File: src/rtl/ckey_pkg.sv
package ckey_pkg;

  localparam int unsigned NUM_CH = 3;

  typedef enum logic [1:0] {
    DEPTH_8   = 2'b00,
    DEPTH_16  = 2'b01,
    DEPTH_32  = 2'b10,
    DEPTH_RSV = 2'b11
  } depth_e;

  // 16 bpp field layout, index 0 = B, 1 = G, 2 = R
  localparam int unsigned LO16 [NUM_CH] = '{0, 5, 11};
  localparam int unsigned W16  [NUM_CH] = '{5, 6, 5};

  function automatic logic depth_keyable(input logic [1:0] d);
    return (d == DEPTH_16) || (d == DEPTH_32);
  endfunction

endpackage

File: src/rtl/ckey_cfg.sv
module ckey_cfg
  import ckey_pkg::*;
#(
  parameter int CH_W = 8,
  localparam int KEY_W = NUM_CH * CH_W
) (
  input  logic             clk,
  input  logic             rst_n,
  input  logic             frame_start,
  input  logic             key_en,
  input  logic [KEY_W-1:0] key_min,
  input  logic [KEY_W-1:0] key_max,
  input  logic [2:0]       chan_mask,
  input  logic [1:0]       depth,
  input  logic             alpha,
  input  logic             yuv,
  output logic             eff_on,
  output logic [KEY_W-1:0] eff_min,
  output logic [KEY_W-1:0] eff_max,
  output logic [2:0]       eff_mask,
  output logic [1:0]       eff_depth,
  output logic             err
);

  logic             live_on, live_err;
  logic             lat_on;
  logic [KEY_W-1:0] lat_min, lat_max;
  logic [2:0]       lat_mask;
  logic [1:0]       lat_depth;

  always_comb begin
    live_on  = key_en && depth_keyable(depth) && !alpha && !yuv;
    live_err = key_en && (alpha || !depth_keyable(depth));
  end

  always_ff @(posedge clk) begin
    if (!rst_n) begin
      lat_on    <= 1'b0;
      lat_min   <= '0;
      lat_max   <= '0;
      lat_mask  <= '0;
      lat_depth <= DEPTH_32;
      err       <= 1'b0;
    end else if (frame_start) begin
      lat_on    <= live_on;
      lat_min   <= key_min;
      lat_max   <= key_max;
      lat_mask  <= chan_mask;
      lat_depth <= depth;
      err       <= live_err;
    end
  end

  // settings written with frame_start apply to a pixel in the same cycle
  always_comb begin
    eff_on    = frame_start ? live_on   : lat_on;
    eff_min   = frame_start ? key_min   : lat_min;
    eff_max   = frame_start ? key_max   : lat_max;
    eff_mask  = frame_start ? chan_mask : lat_mask;
    eff_depth = frame_start ? depth     : lat_depth;
  end

endmodule

File: src/rtl/ckey_unpack.sv
module ckey_unpack
  import ckey_pkg::*;
#(
  parameter int CH_W = 8,
  localparam int KEY_W = NUM_CH * CH_W
) (
  input  logic [KEY_W-1:0] pix,
  input  logic [1:0]       depth,
  output logic [KEY_W-1:0] chans
);

  logic [KEY_W-1:0] wide16;

  for (genvar c = 0; c < NUM_CH; c++) begin : g_ch
    localparam int unsigned LO = LO16[c];
    localparam int unsigned W  = W16[c];
    for (genvar i = 0; i < CH_W; i++) begin : g_bit
      localparam int unsigned SRC = LO + W - 1 - ((CH_W - 1 - i) % W);
      assign wide16[c*CH_W + i] = pix[SRC];
    end
  end

  assign chans = (depth == DEPTH_16) ? wide16 : pix;

endmodule

File: src/rtl/ckey_match.sv
module ckey_match
  import ckey_pkg::*;
#(
  parameter int CH_W = 8,
  localparam int KEY_W = NUM_CH * CH_W
) (
  input  logic [KEY_W-1:0]  chans,
  input  logic [KEY_W-1:0]  lo,
  input  logic [KEY_W-1:0]  hi,
  input  logic [NUM_CH-1:0] mask,
  output logic              hit
);

  logic [NUM_CH-1:0] ch_ok;

  for (genvar c = 0; c < NUM_CH; c++) begin : g_cmp
    logic [CH_W-1:0] v, l, h;
    assign v = chans[c*CH_W +: CH_W];
    assign l = lo[c*CH_W +: CH_W];
    assign h = hi[c*CH_W +: CH_W];
    assign ch_ok[c] = mask[c] || ((v >= l) && (v <= h));
  end

  assign hit = &ch_ok;

endmodule

File: src/rtl/sprite_ckey.sv
module sprite_ckey
  import ckey_pkg::*;
#(
  parameter int CH_W = 8,
  localparam int KEY_W = NUM_CH * CH_W,
  localparam int PIX_W = (NUM_CH + 1) * CH_W
) (
  input  logic             clk,
  input  logic             rst_n,
  input  logic             frame_start,
  input  logic             cfg_key_en,
  input  logic [KEY_W-1:0] cfg_key_min,
  input  logic [KEY_W-1:0] cfg_key_max,
  input  logic [2:0]       cfg_chan_mask,
  input  logic [1:0]       fmt_depth,
  input  logic             fmt_alpha,
  input  logic             fmt_yuv,
  input  logic             in_valid,
  output logic             in_ready,
  input  logic [PIX_W-1:0] in_pixel,
  output logic             out_valid,
  input  logic             out_ready,
  output logic [PIX_W-1:0] out_pixel,
  output logic             out_transparent,
  output logic             cfg_error
);

  logic             k_on;
  logic [KEY_W-1:0] k_min, k_max, chans;
  logic [2:0]       k_mask;
  logic [1:0]       k_depth;
  logic             hit, take;

  ckey_cfg #(.CH_W(CH_W)) u_cfg (
    .clk(clk), .rst_n(rst_n), .frame_start(frame_start),
    .key_en(cfg_key_en), .key_min(cfg_key_min), .key_max(cfg_key_max),
    .chan_mask(cfg_chan_mask), .depth(fmt_depth), .alpha(fmt_alpha),
    .yuv(fmt_yuv), .eff_on(k_on), .eff_min(k_min), .eff_max(k_max),
    .eff_mask(k_mask), .eff_depth(k_depth), .err(cfg_error)
  );

  ckey_unpack #(.CH_W(CH_W)) u_unpack (
    .pix(in_pixel[KEY_W-1:0]), .depth(k_depth), .chans(chans)
  );

  ckey_match #(.CH_W(CH_W)) u_match (
    .chans(chans), .lo(k_min), .hi(k_max), .mask(k_mask), .hit(hit)
  );

  assign in_ready = !out_valid || out_ready;
  assign take     = in_valid && in_ready;

  always_ff @(posedge clk) begin
    if (!rst_n) begin
      out_valid       <= 1'b0;
      out_pixel       <= '0;
      out_transparent <= 1'b0;
    end else if (take) begin
      out_valid       <= 1'b1;
      out_pixel       <= in_pixel;
      out_transparent <= hit && k_on;
    end else if (out_ready) begin
      out_valid       <= 1'b0;
      out_transparent <= 1'b0;
    end
  end

endmodule

File: config.mk
export PLATFORM = sky130hd
export DESIGN_NAME = sprite_ckey
export DESIGN_NICKNAME = d
export VERILOG_FILES = /design/src/rtl/ckey_pkg.sv /design/src/rtl/ckey_cfg.sv /design/src/rtl/ckey_unpack.sv /design/src/rtl/ckey_match.sv /design/src/rtl/sprite_ckey.sv
export SDC_FILE = /design/constraint.sdc
export NUM_CORES = 1
export LEC_CHECK = 0
export BUFFER_PORTS_ARGS = -buffer_cell sky130_fd_sc_hd__buf_2
export CAP_MARGIN = 20
export CORE_MARGIN = 1.5
export CORE_UTILIZATION = 30
export CTS_BUF_LIST = sky130_fd_sc_hd__clkbuf_4 sky130_fd_sc_hd__clkbuf_8 sky130_fd_sc_hd__clkbuf_16
export DETAILED_ROUTE_END_ITERATION = 10
export GPL_ROUTABILITY_DRIVEN = 0
export SLEW_MARGIN = 10
export SYNTH_ARGS = -nofsm -noshare
export SYNTH_HDL_FRONTEND = slang
export SYNTH_HIERARCHICAL = 1
export SYNTH_SLANG_ARGS = --single-unit
File: constraint.sdc
create_clock -name clk -period 3.8 [get_ports clk]
set_clock_uncertainty 0.2 [all_clocks]
set_input_delay 0.38 -clock clk [delete_from_list [all_inputs] [get_ports clk]]
set_output_delay 0.38 -clock clk [all_outputs]
set_load 0.02 [all_outputs]
==> impl_results.md <==
* Final net count at ~800
* Tmin final at 3.19 ns
* Ys flop type: dfxtp_1
* Cell Int Power at 0.00180 W
* Wire per inst at 13.6 µm
* Most frequent cells in the layout: buf_2 (127), dfxtp_1 (89), nand2_1 (70), and2_1 (52), inv_1 (49)
* Initial drt markers at 107
* Synth warn at 6
* Worst path cell trace: mux2_2 -> nor2b_4 -> buf_4 -> mux2_4 -> ha_1 -> a21o_1 -> a21o_1 -> a21oi_1 -> o31ai_1 -> a21oi_1 -> a211oi_2 -> nand3_1 -> mux2i_1
* Min-delay worst type: input port to register
* Max-Cap Viols at 0
* CTS Buffer Depth at 2
* Unrepaired setup endpoints after global routing: no
* Slew margin rel. at 0.326
* Share of cells above drive strength 1 at 0.366
* Cells after synthesis at 521
* Post-Synth Adder-Cell Area at 0.114
* Critical Path RT at 3.82 ns
* Largest net degree at the start of global routing at 115
* Clk sinks at 89
* DRT Wirelength at between 10,000 and 15,000 µm
* Finished Layout Cells at 872
* Design Area, Final at approximately 6300 µm²
* Hold violation count in the final report at 0
* Drt drc at 0
* Static Leak at ~3 nW
* Gr usage total at 0.134
* Clk pwr share at 0.371
* Synthesized area at 5260 µm²
* Seq pwr share at 0.410
* Combinational share of power at 0.219
* Initial Util at 0.305
* Drt via density at 4.37
* Post-synthesis mux area share at 0.260
* Pins Over Slew Limit at 0
* CTS root buf: clkbuf_16
* Vias post-DR at between 3,000 and 4,000
* PwrDens at 389 nW/µm²
* Tightest Pin Transition at 1.01 ns
* Final-report setup violation count at 0
* Clock-pin slew on the worst setup and hold paths at 0.06 ns
* CTS buffer count at 9
* Post-cts sizing count at 0
* Syn_nets at about 660
* Row count at 48
* Largest family of logic cells by synthesized area: multiplexers
* Final HPWL DP at 9130 µm
* # diodes at 0
* Routed Antenna Nets at 0
* GRT overflow at 0
* Post-synthesis xor/xnor area fraction at 0.00166
* Peak Freq at between 300 and 400 MHz
* Die X at 135 µm
* Switching power at ~0.00066 W
* Initial antenna violation count at 1
* Final Util at 0.367
* Clk_lat worst skew at 0.34 ns
* Post-CTS repair timing setup buffer count at 0
* Worst path max stage delay at 0.40 ns
* Crit path DAT at 3.20 ns
* First-pass GRT wire length at 18,600 µm
* Post-synth EDFFs at 0
* Synth-to-Final Area Change at 20.1%
* Post-synthesis compound-gate area fraction at 0.0575
* Core area at 17,200 µm²
* IO Port Bufs at 128
* H-tree depth at 3
* CP max-delay cell: nor2b_4
* CTS tree: built
* Synthesis-stage register bit count at 89
* Mean Syn Cell Area at 10.1 µm²
* Synth unique cells at 39
* CTS Hold Buffers Added at 0
* Boundary Pins at 129
* Crit Path Class: register to register
* Register area share after synthesis at 0.338
* Post-placement cell count at between 800 and 900
* Setup crit end kind: register
* Status: complete, no violations
* CP startpoint kind: register
* Period utilization at 0.838
* Worst VDD drop at 263 µV
* TNS Setup at 0 ns
* Most common cell after layout, fill and taps aside: buf_2
* 1st-pass router iterations at 4
* Asr flop ratio synth at 0
* Simple-Gate Fraction of Synth Area at 0.150
* Crit Path Max Fanout at 13
* Post-DP Area at 6010 µm²
* Die ar. at 18,300 µm²
* Die Ht at 135 µm
* Net Sw Frac at 0.269
* Number of global-route vias before repair at 3,640
==> kinds of logic (layout without fill, tap and decap cells) <==
group                      count (synthesis)  in the layout
xor gates and xnor gates                   1              1
muxes                                    110            110
AOI/OAI and AO/OA                         46             46
and+or+nand+nor                          153            153
DFF                                       89             89
adders and majority gates                 48             48
buffers and inverters                     74            200
==> synthesized netlist by cell type (2+ instances only) <==
cell type	n	area, µm²
buf_6	6	67.6
nor2b_1	3	18.8
o211ai_1	3	22.5
o21ai_0	8	40.0
mux2_4	46	691
inv_1	49	184
dfxtp_1	89	1780
o22ai_1	3	18.8
buf_12	5	100
nand4_1	8	50.1
a21o_1	3	22.5
mux2_2	31	349
nand2b_1	2	12.5
mux2i_1	33	330
nor2b_4	2	27.5
buf_2	3	15.0
a211oi_1	2	15.0
nor3_1	2	10.0
clkbuf_1	10	37.5
ha_1	48	601
nor2_1	7	26.3
nand2_1	70	263
and2_1	52	325
nand3b_1	2	15.0
a21oi_1	20	100
==> state kept, by name, indices dropped and copies added (netlist names) <==
signal / cells
out_transparent: 1
u_cfg/lat_on: 1
u_cfg/lat_mask: 3
out_pixel: 32
u_cfg/err: 1
u_cfg/lat_depth: 2
u_cfg/lat_min: 24
out_valid: 1
u_cfg/lat_max: 24
==> power by group through the flow <==
stage	clock network, W	registers (W)	logic [W]
after floorplan	0	0.00106	0.000371
after global placement	0	0.00103	0.000541
after detailed placement	0	0.00103	0.000543
after CTS	0.000946	0.00101	0.000546
after global routing	0.000980	0.00101	0.000609
final	0.000912	0.00101	0.000539
==> per-stage QoR <==
stage	hold slack, ns	power (W)	setup slack, ns
6_report	0.0756	0.00246	0.614
5_1_grt	0.0683	0.00260	0.369
4_1_cts	0.0588	0.00250	0.571
3_5_place_dp	0.246	0.00157	0.288
3_3_place_gp	0.242	0.00157	0.342
2_1_floorplan	0.302	0.00143	0.516
==> routing by layer <==
layer  track usage  vias up  part of all wire
li1              -     1987                 -
met1         0.183     1725              0.50
met2         0.200       89              0.43
met3        0.0456       11             0.065
met4        0.0412        2            0.0092
met5             0        -            0.0010
==> worst paths after layout <==
kind	depth (start not counted)	startpoint	slack [ns]	end
setup / recovery	13	u_cfg/lat_depth[1]	0.61	out_transparent
hold / removal	3	in_pixel[24]	0.08	out_pixel[24]
setup reg to reg	13	u_cfg/lat_depth[1]	0.61	out_transparent
hold reg to reg	2	out_pixel[27]	0.25	out_pixel[27]
==> area by class of cell <==
type	count	area, µm²
repair buffers	135	696
fillers	1739	10900
well taps	225	282
clock inverters	5	53.8
flip-flops and latches	89	1780
multi-input cells	358	3070
clock buffers	11	253
inverters	49	184
==> critical path: cells and delay by family, from the launching register on <==
| kind | cells | cell delay (ns) |
|---|---|---|
| compound gates | 6 | 0.86 |
| flops | 1 | 0.30 |
| buf+inv | 1 | 0.21 |
| mux | 3 | 0.66 |
| simple gates | 2 | 0.48 |
| fa+ha+maj | 1 | 0.31 |
(Power assumes the default switching activity.)
